$ cat config.mk
export PLATFORM = sky130hd
export DESIGN_NAME = rxb_rx_backend
export DESIGN_NICKNAME = d
export VERILOG_FILES = /design/src/rtl/rxb_pkg.sv /design/src/rtl/rxb_wake_ctl.sv /design/src/rtl/rxb_flag_bank.sv /design/src/rtl/rxb_rx_backend.sv
export SDC_FILE = /design/constraint.sdc
export NUM_CORES = 1
export LEC_CHECK = 0
export ABC_AREA = 1
export ABC_CLOCK_PERIOD_IN_PS = 1150
export BUFFER_PORTS_ARGS = -buffer_cell sky130_fd_sc_hd__buf_2
export CAP_MARGIN = 20
export CORE_MARGIN = 1.5
export CORE_UTILIZATION = 37
export DETAILED_ROUTE_END_ITERATION = 7
export GPL_TIMING_DRIVEN = 1
export HOLD_SLACK_MARGIN = 0.06
export MAX_ROUTING_LAYER = met4
export PLACE_DENSITY = 0.76
export SYNTH_ARGS = -nofsm -noshare
export SYNTH_HDL_FRONTEND = slang
export SYNTH_HIERARCHICAL = 1
export SYNTH_SLANG_ARGS = --single-unit
$ cat constraint.sdc
create_clock -name clk -period 1.15 [get_ports clk]
set_input_delay 0.23 -clock clk [delete_from_list [all_inputs] [get_ports clk]]
set_output_delay 0.23 -clock clk [all_outputs]
set_load 0.1 [all_outputs]
$ cat src/rtl/rxb_pkg.sv
package rxb_pkg;
  localparam int NFLAG = 5;
  localparam int F_RDY = 0;
  localparam int F_OVR = 1;
  localparam int F_NSE = 2;
  localparam int F_FRM = 3;
  localparam int F_PAR = 4;
  localparam int NERR  = NFLAG - 1;
endpackage

$ cat src/rtl/rxb_wake_ctl.sv
module rxb_wake_ctl (
  input  logic clk,
  input  logic rst_n,
  input  logic frame_evt,
  input  logic frame_msb,
  input  logic idle_evt,
  input  logic wake_sel,
  input  logic mute_req,
  output logic mute,
  output logic addr_wake
);
  logic mute_q, hw_wake;

  assign addr_wake = frame_evt & mute_q & wake_sel & frame_msb;
  assign hw_wake   = mute_q & ((idle_evt & ~wake_sel) | addr_wake);
  assign mute      = mute_q;

  always_ff @(posedge clk or negedge rst_n) begin
    if (!rst_n)        mute_q <= 1'b0;
    else if (mute_req) mute_q <= 1'b1;
    else if (hw_wake)  mute_q <= 1'b0;
  end

  assert_idle_wake_R6: assert property (@(posedge clk) disable iff (!rst_n)
    (mute_q && idle_evt && !wake_sel && !mute_req) |=> !mute_q);
  assert_addr_wake_R7: assert property (@(posedge clk) disable iff (!rst_n)
    (frame_evt && mute_q && wake_sel && frame_msb && !mute_req) |=> !mute_q);
  assert_sw_mute_R8: assert property (@(posedge clk) disable iff (!rst_n)
    mute_req |=> mute_q);
endmodule

$ cat src/rtl/rxb_flag_bank.sv
module rxb_flag_bank
  import rxb_pkg::*;
(
  input  logic             clk,
  input  logic             rst_n,
  input  logic             accept,
  input  logic             noise,
  input  logic             ferr,
  input  logic             perr,
  input  logic [NFLAG-1:0] clr,
  output logic [NFLAG-1:0] flags,
  output logic             overrun
);
  logic [NFLAG-1:0] q, set_v;

  assign overrun = accept & q[F_RDY];
  assign flags   = q;

  always_comb begin
    set_v = '0;
    if (accept) begin
      if (q[F_RDY]) begin
        set_v[F_OVR] = 1'b1;
      end else begin
        set_v[F_RDY] = 1'b1;
        set_v[F_NSE] = noise;
        set_v[F_FRM] = ferr;
        set_v[F_PAR] = perr;
      end
    end
  end

  for (genvar k = 0; k < NFLAG; k++) begin : g_cell
    always_ff @(posedge clk or negedge rst_n) begin
      if (!rst_n)        q[k] <= 1'b0;
      else if (set_v[k]) q[k] <= 1'b1;
      else if (clr[k])   q[k] <= 1'b0;
    end
  end

  assert_ready_set_R2: assert property (@(posedge clk) disable iff (!rst_n)
    (accept && !q[F_RDY]) |=> q[F_RDY]);
  assert_err_masked_R3: assert property (@(posedge clk) disable iff (!rst_n)
    (accept && q[F_RDY] && clr[F_PAR:F_NSE] == 3'b000) |=> $stable(q[F_PAR:F_NSE]));
  assert_w1c_R9: assert property (@(posedge clk) disable iff (!rst_n)
    (clr[F_NSE] && !accept) |=> !q[F_NSE]);
endmodule

$ cat src/rtl/rxb_rx_backend.sv
module rxb_rx_backend
  import rxb_pkg::*;
#(
  parameter int DW = 8
) (
  input  logic             clk,
  input  logic             rst_n,
  input  logic             frm_valid,
  output logic             frm_ready,
  input  logic [DW-1:0]    frm_data,
  input  logic             frm_noise,
  input  logic             frm_ferr,
  input  logic             frm_perr,
  input  logic             idle_seen,
  input  logic             wake_sel,
  input  logic             sw_wr,
  input  logic [NFLAG-1:0] sw_clr,
  input  logic             sw_mute,
  input  logic [NERR-1:0]  err_irq_en,
  output logic [DW-1:0]    rx_data,
  output logic [NFLAG-1:0] rx_flags,
  output logic             mute,
  output logic             irq
);
  localparam int MSB = DW - 1;

  logic             addr_wake, accept, overrun, load;
  logic [NFLAG-1:0] clr_v;
  logic [DW-1:0]    data_q;

  assign frm_ready = 1'b1;
  assign clr_v     = sw_wr ? sw_clr : '0;

  rxb_wake_ctl u_wake (
    .clk       (clk),
    .rst_n     (rst_n),
    .frame_evt (frm_valid),
    .frame_msb (frm_data[MSB]),
    .idle_evt  (idle_seen),
    .wake_sel  (wake_sel),
    .mute_req  (sw_wr & sw_mute),
    .mute      (mute),
    .addr_wake (addr_wake)
  );

  assign accept = frm_valid & (~mute | addr_wake);

  rxb_flag_bank u_flags (
    .clk     (clk),
    .rst_n   (rst_n),
    .accept  (accept),
    .noise   (frm_noise),
    .ferr    (frm_ferr),
    .perr    (frm_perr),
    .clr     (clr_v),
    .flags   (rx_flags),
    .overrun (overrun)
  );

  assign load = frm_valid & ~overrun;

  always_ff @(posedge clk or negedge rst_n) begin
    if (!rst_n)    data_q <= '0;
    else if (load) data_q <= frm_data;
  end
  assign rx_data = data_q;

  assign irq = rx_flags[F_RDY] | (|(rx_flags[NFLAG-1:1] & err_irq_en));

  assert_muted_quiet_R5: assert property (@(posedge clk) disable iff (!rst_n)
    (frm_valid && mute && !addr_wake && clr_v == '0) |=> $stable(rx_flags));
  assert_muted_loads_R5: assert property (@(posedge clk) disable iff (!rst_n)
    (frm_valid && mute && !addr_wake) |=> rx_data == $past(frm_data));
  assert_data_kept_R3: assert property (@(posedge clk) disable iff (!rst_n)
    (accept && rx_flags[F_RDY]) |=> $stable(rx_data));
  assert_ready_high_R1: assert property (@(posedge clk) disable iff (!rst_n)
    frm_valid |-> frm_ready);
endmodule

==> flow_metrics.py <==
metrics = {
    "outcome": {
        "status": "complete, but fails checks",
        "violations": "negative setup slack",
    },
    "synth": {
        "synth_fp_nets": 126,
        "syn_area_per_cell_um2": 7.28,
        "synth_area_leaders": "dfrtp_1 (49%), nand2_1 (22%), inv_1 (11%)",
        "synth_top_area_cell": "dfrtp_1",
        "synth.distinct_cells": 14,
        "netlist_area_um2": 721,
        "yosysSeqAreaShare_pct": 48.6,
        "yosys.area.top_type_share_pct": 48.6,
        "syn_inst": 99,
        "synth.ff_latch_count": 14,
        "yosysWarnings": 6,
    },
    "detailed_routing": {
        "first_pass_iters": 5,
        "finalWirelength_um": 3000,
        "drc": 0,
        "wl_per_cell_um": 15.9,
        "drt_iter0_drc": 26,
        "via_per_inst": 4.94,
        "ant_nets": 0,
        "vias": 933,
    },
    "cts": {
        "clockBufferDepth": 2,
        "clk_latency_ns": 0.28,
        "clock_sink_count": 14,
        "numCtsBuffers": 3,
        "worst_setup_hold_path_clk_slew_ns": 0.09,
        "root_buffer": "clkbuf_4",
        "cts_tree": "built",
        "htreeDepth": 1,
    },
    "timing": {
        "fmax_mhz": 696,
        "finalCritPeriodShare_pct": 125,
        "setup-violations-final": 20,
        "fin_skew_ns": 0.000996,
        "rsz0062_at_grt": "true",
        "setup_ws_ns": -0.286,
        "maxSlewViolCount": 0,
        "final_hold_viol_count": 0,
        "finalCriticalPeriod_ns": 1.44,
    },
    "power": {
        "power.leakage_nw": 0.862,
        "vdd_drop_max_v": 0.00120,
        "powerDensity_nw_per_um2": 1920,
    },
    "critical_path": {
        "r2r_slack_ns": -0.29,
        "worstSetupStartpoint": "u_wake/mute$_DFFE_PN0P_",
        "required_ns": 1.33,
        "rr_startpoint": "u_wake/mute$_DFFE_PN0P_",
        "crit_type": "reg2reg",
        "start_kind": "flip-flop",
        "critPathMaxFanout": 4,
        "endpoint_kind": "flip-flop",
        "worstRegToRegCells": 12,
        "cp-endpoint": "rx_data[3]$_DFFE_PN0P_",
        "regToRegEndpoint": "rx_data[3]$_DFFE_PN0P_",
        "crit_arrival_ns": 1.62,
    },
    "layout": {
        "final_layout_size_suffix_gt1_share_pct": 68.3,
        "num-fill-cells": 76,
        "multi_input_area_um2": 399,
        "area_growth_syn_to_layout_pct": 115,
        "layout_common_cells": "nand2_1 (26), buf_2 (26), inv_1 (16)",
        "n_antenna_cell": 0,
        "seqCellArea_um2": 360,
        "post-route-util_pct": 87.0,
        "finalNetCount": 192,
    },
    "hold_path": {
        "hold_path.class": "in2reg",
    },
    "placed_design": {
        "numPortBuffers": 41,
        "dpl.hpwl_um": 1480,
        "place_congestion": 0.775,
        "pre_cts_ws_ns": -0.225,
    },
    "floorplan": {
        "design.core.area_um2": 1780,
        "dieArea_um2": 2220,
        "rows": 15,
        "die_y_um": 47.1,
        "pin_count": 43,
        "start_util_pct": 40.4,
        "die_x_um": 47.1,
    },
    "grt": {
        "grt_max_degree": 15,
        "antenna_found_initial": 0,
        "gr-total-overflow": 0,
        "grt_usage_pct": 27.0,
        "grt_pass1_vias": 873,
        "grt_pass1_wl_um": 3890,
    },
    "job": {
        "cap_violations": 0,
    },
}
worst max-delay path, stage by stage, from the launching register on:
cell	delay, ns
dfrtp_4	0.44
nand2_2	0.06
inv_2	0.05
nand2_2	0.05
inv_2	0.05
inv_2	0.04
a21boi_4	0.15
nand2_2	0.10
inv_2	0.09
inv_4	0.05
buf_6	0.13
nand3_2	0.06
nand2_2	0.06
cell families (layout without fill, tap and decap cells):
logic type / after synthesis / count (layout) / share of synthesized area, %
simple gates: 55 / 55 / 31.6
compound gates: 4 / 4 / 4.69
flops: 14 / 14 / 48.6
buf+inv: 25 / 90 / 14.6
other cells: 1 / 1 / 0.520
Yosys cell counts:
library cell and number:
inv_2 2, o21ai_1 1, nor2_1 1, a21boi_2 1
a21oi_2 1, nand3_1 11, nand2_1 42, buf_6 1
o21ai_2 1, buf_4 1, nand2_4 1, conb_1 1
dfrtp_1 14, inv_1 21
metal layers:
| layer | vias to the layer above | global-route usage (%) | wire, um |
|---|---|---|---|
| li1 | 416 | - | - |
| met1 | 431 | 26.4 | 1020 |
| met2 | 68 | 49.3 | 1600 |
| met3 | 18 | 6.15 | 213 |
| met4 | 0 | 13.3 | 164 |
| met5 | - | - | 0 |
worst min-delay path by stage:
| stage | to | slack, ns | cells after the start | startpoint |
|---|---|---|---|---|
| after floorplan | rx_data[0]$_DFFE_PN0P_ | -0.07 | 0 | rst_n |
| after global placement | rx_data[0]$_DFFE_PN0P_ | 0.14 | 1 | rst_n |
| after detailed placement | rx_data[0]$_DFFE_PN0P_ | 0.14 | 1 | rst_n |
| after CTS | u_flags/flags[4]$_DFFE_PN0P_ | 0.17 | 3 | frm_perr |
| after global routing | rx_data[2]$_DFFE_PN0P_ | 0.18 | 3 | frm_data[2] |
| final | rx_data[2]$_DFFE_PN0P_ | 0.18 | 3 | frm_data[2] |
per-stage QoR:
step / instance area (um^2) / hold WS, ns / power [mW] / setup TNS [ns] / cells
after floorplan: 733 / -0.0656 / 1.63 / -4.40 / 99
after global placement: 1270 / 0.137 / 2.28 / -1.09 / 175
after detailed placement: 1270 / 0.143 / 2.30 / -1.79 / 175
after CTS: 1430 / 0.174 / 2.79 / -2.64 / 187
after global routing: 1550 / 0.180 / 3.08 / -4.14 / 189
final: 1550 / 0.179 / 2.98 / -3.30 / 189
registers in the layout, summed over array words and instances (netlist names):
signal         count
rx_data            8
u_flags/flags      5
u_wake/mute        1
area by class of cell:
cell class / count / share of cell area (%)
repair buffers: 63 / 41.0
multi-input cells: 60 / 25.7
clock buffers: 4 / 2.34
flip-flops and latches: 14 / 23.2
well taps: 25 / 2.02
inverters: 23 / 5.73
timing repair:
action                                  in CTS  in global routing
hold buffers                                 1                  0
cloned                                       0                  0
setup buffers                                9                  4
endpoints found under the setup margin      17                 23
pin swaps                                   12                 15
resized for setup                           17                 34
hold endpoints to repair                    14                  0
where the power goes:
| group | switching [mW] | internal [mW] | leakage, nW |
|---|---|---|---|
| registers | 0.104 | 0.593 | 0.165 |
| logic | 1.19 | 0.717 | 0.676 |
| clock network | 0.178 | 0.193 | 0.0210 |
| total | 1.48 | 1.50 | 0.862 |
(Power assumes the default switching activity.)
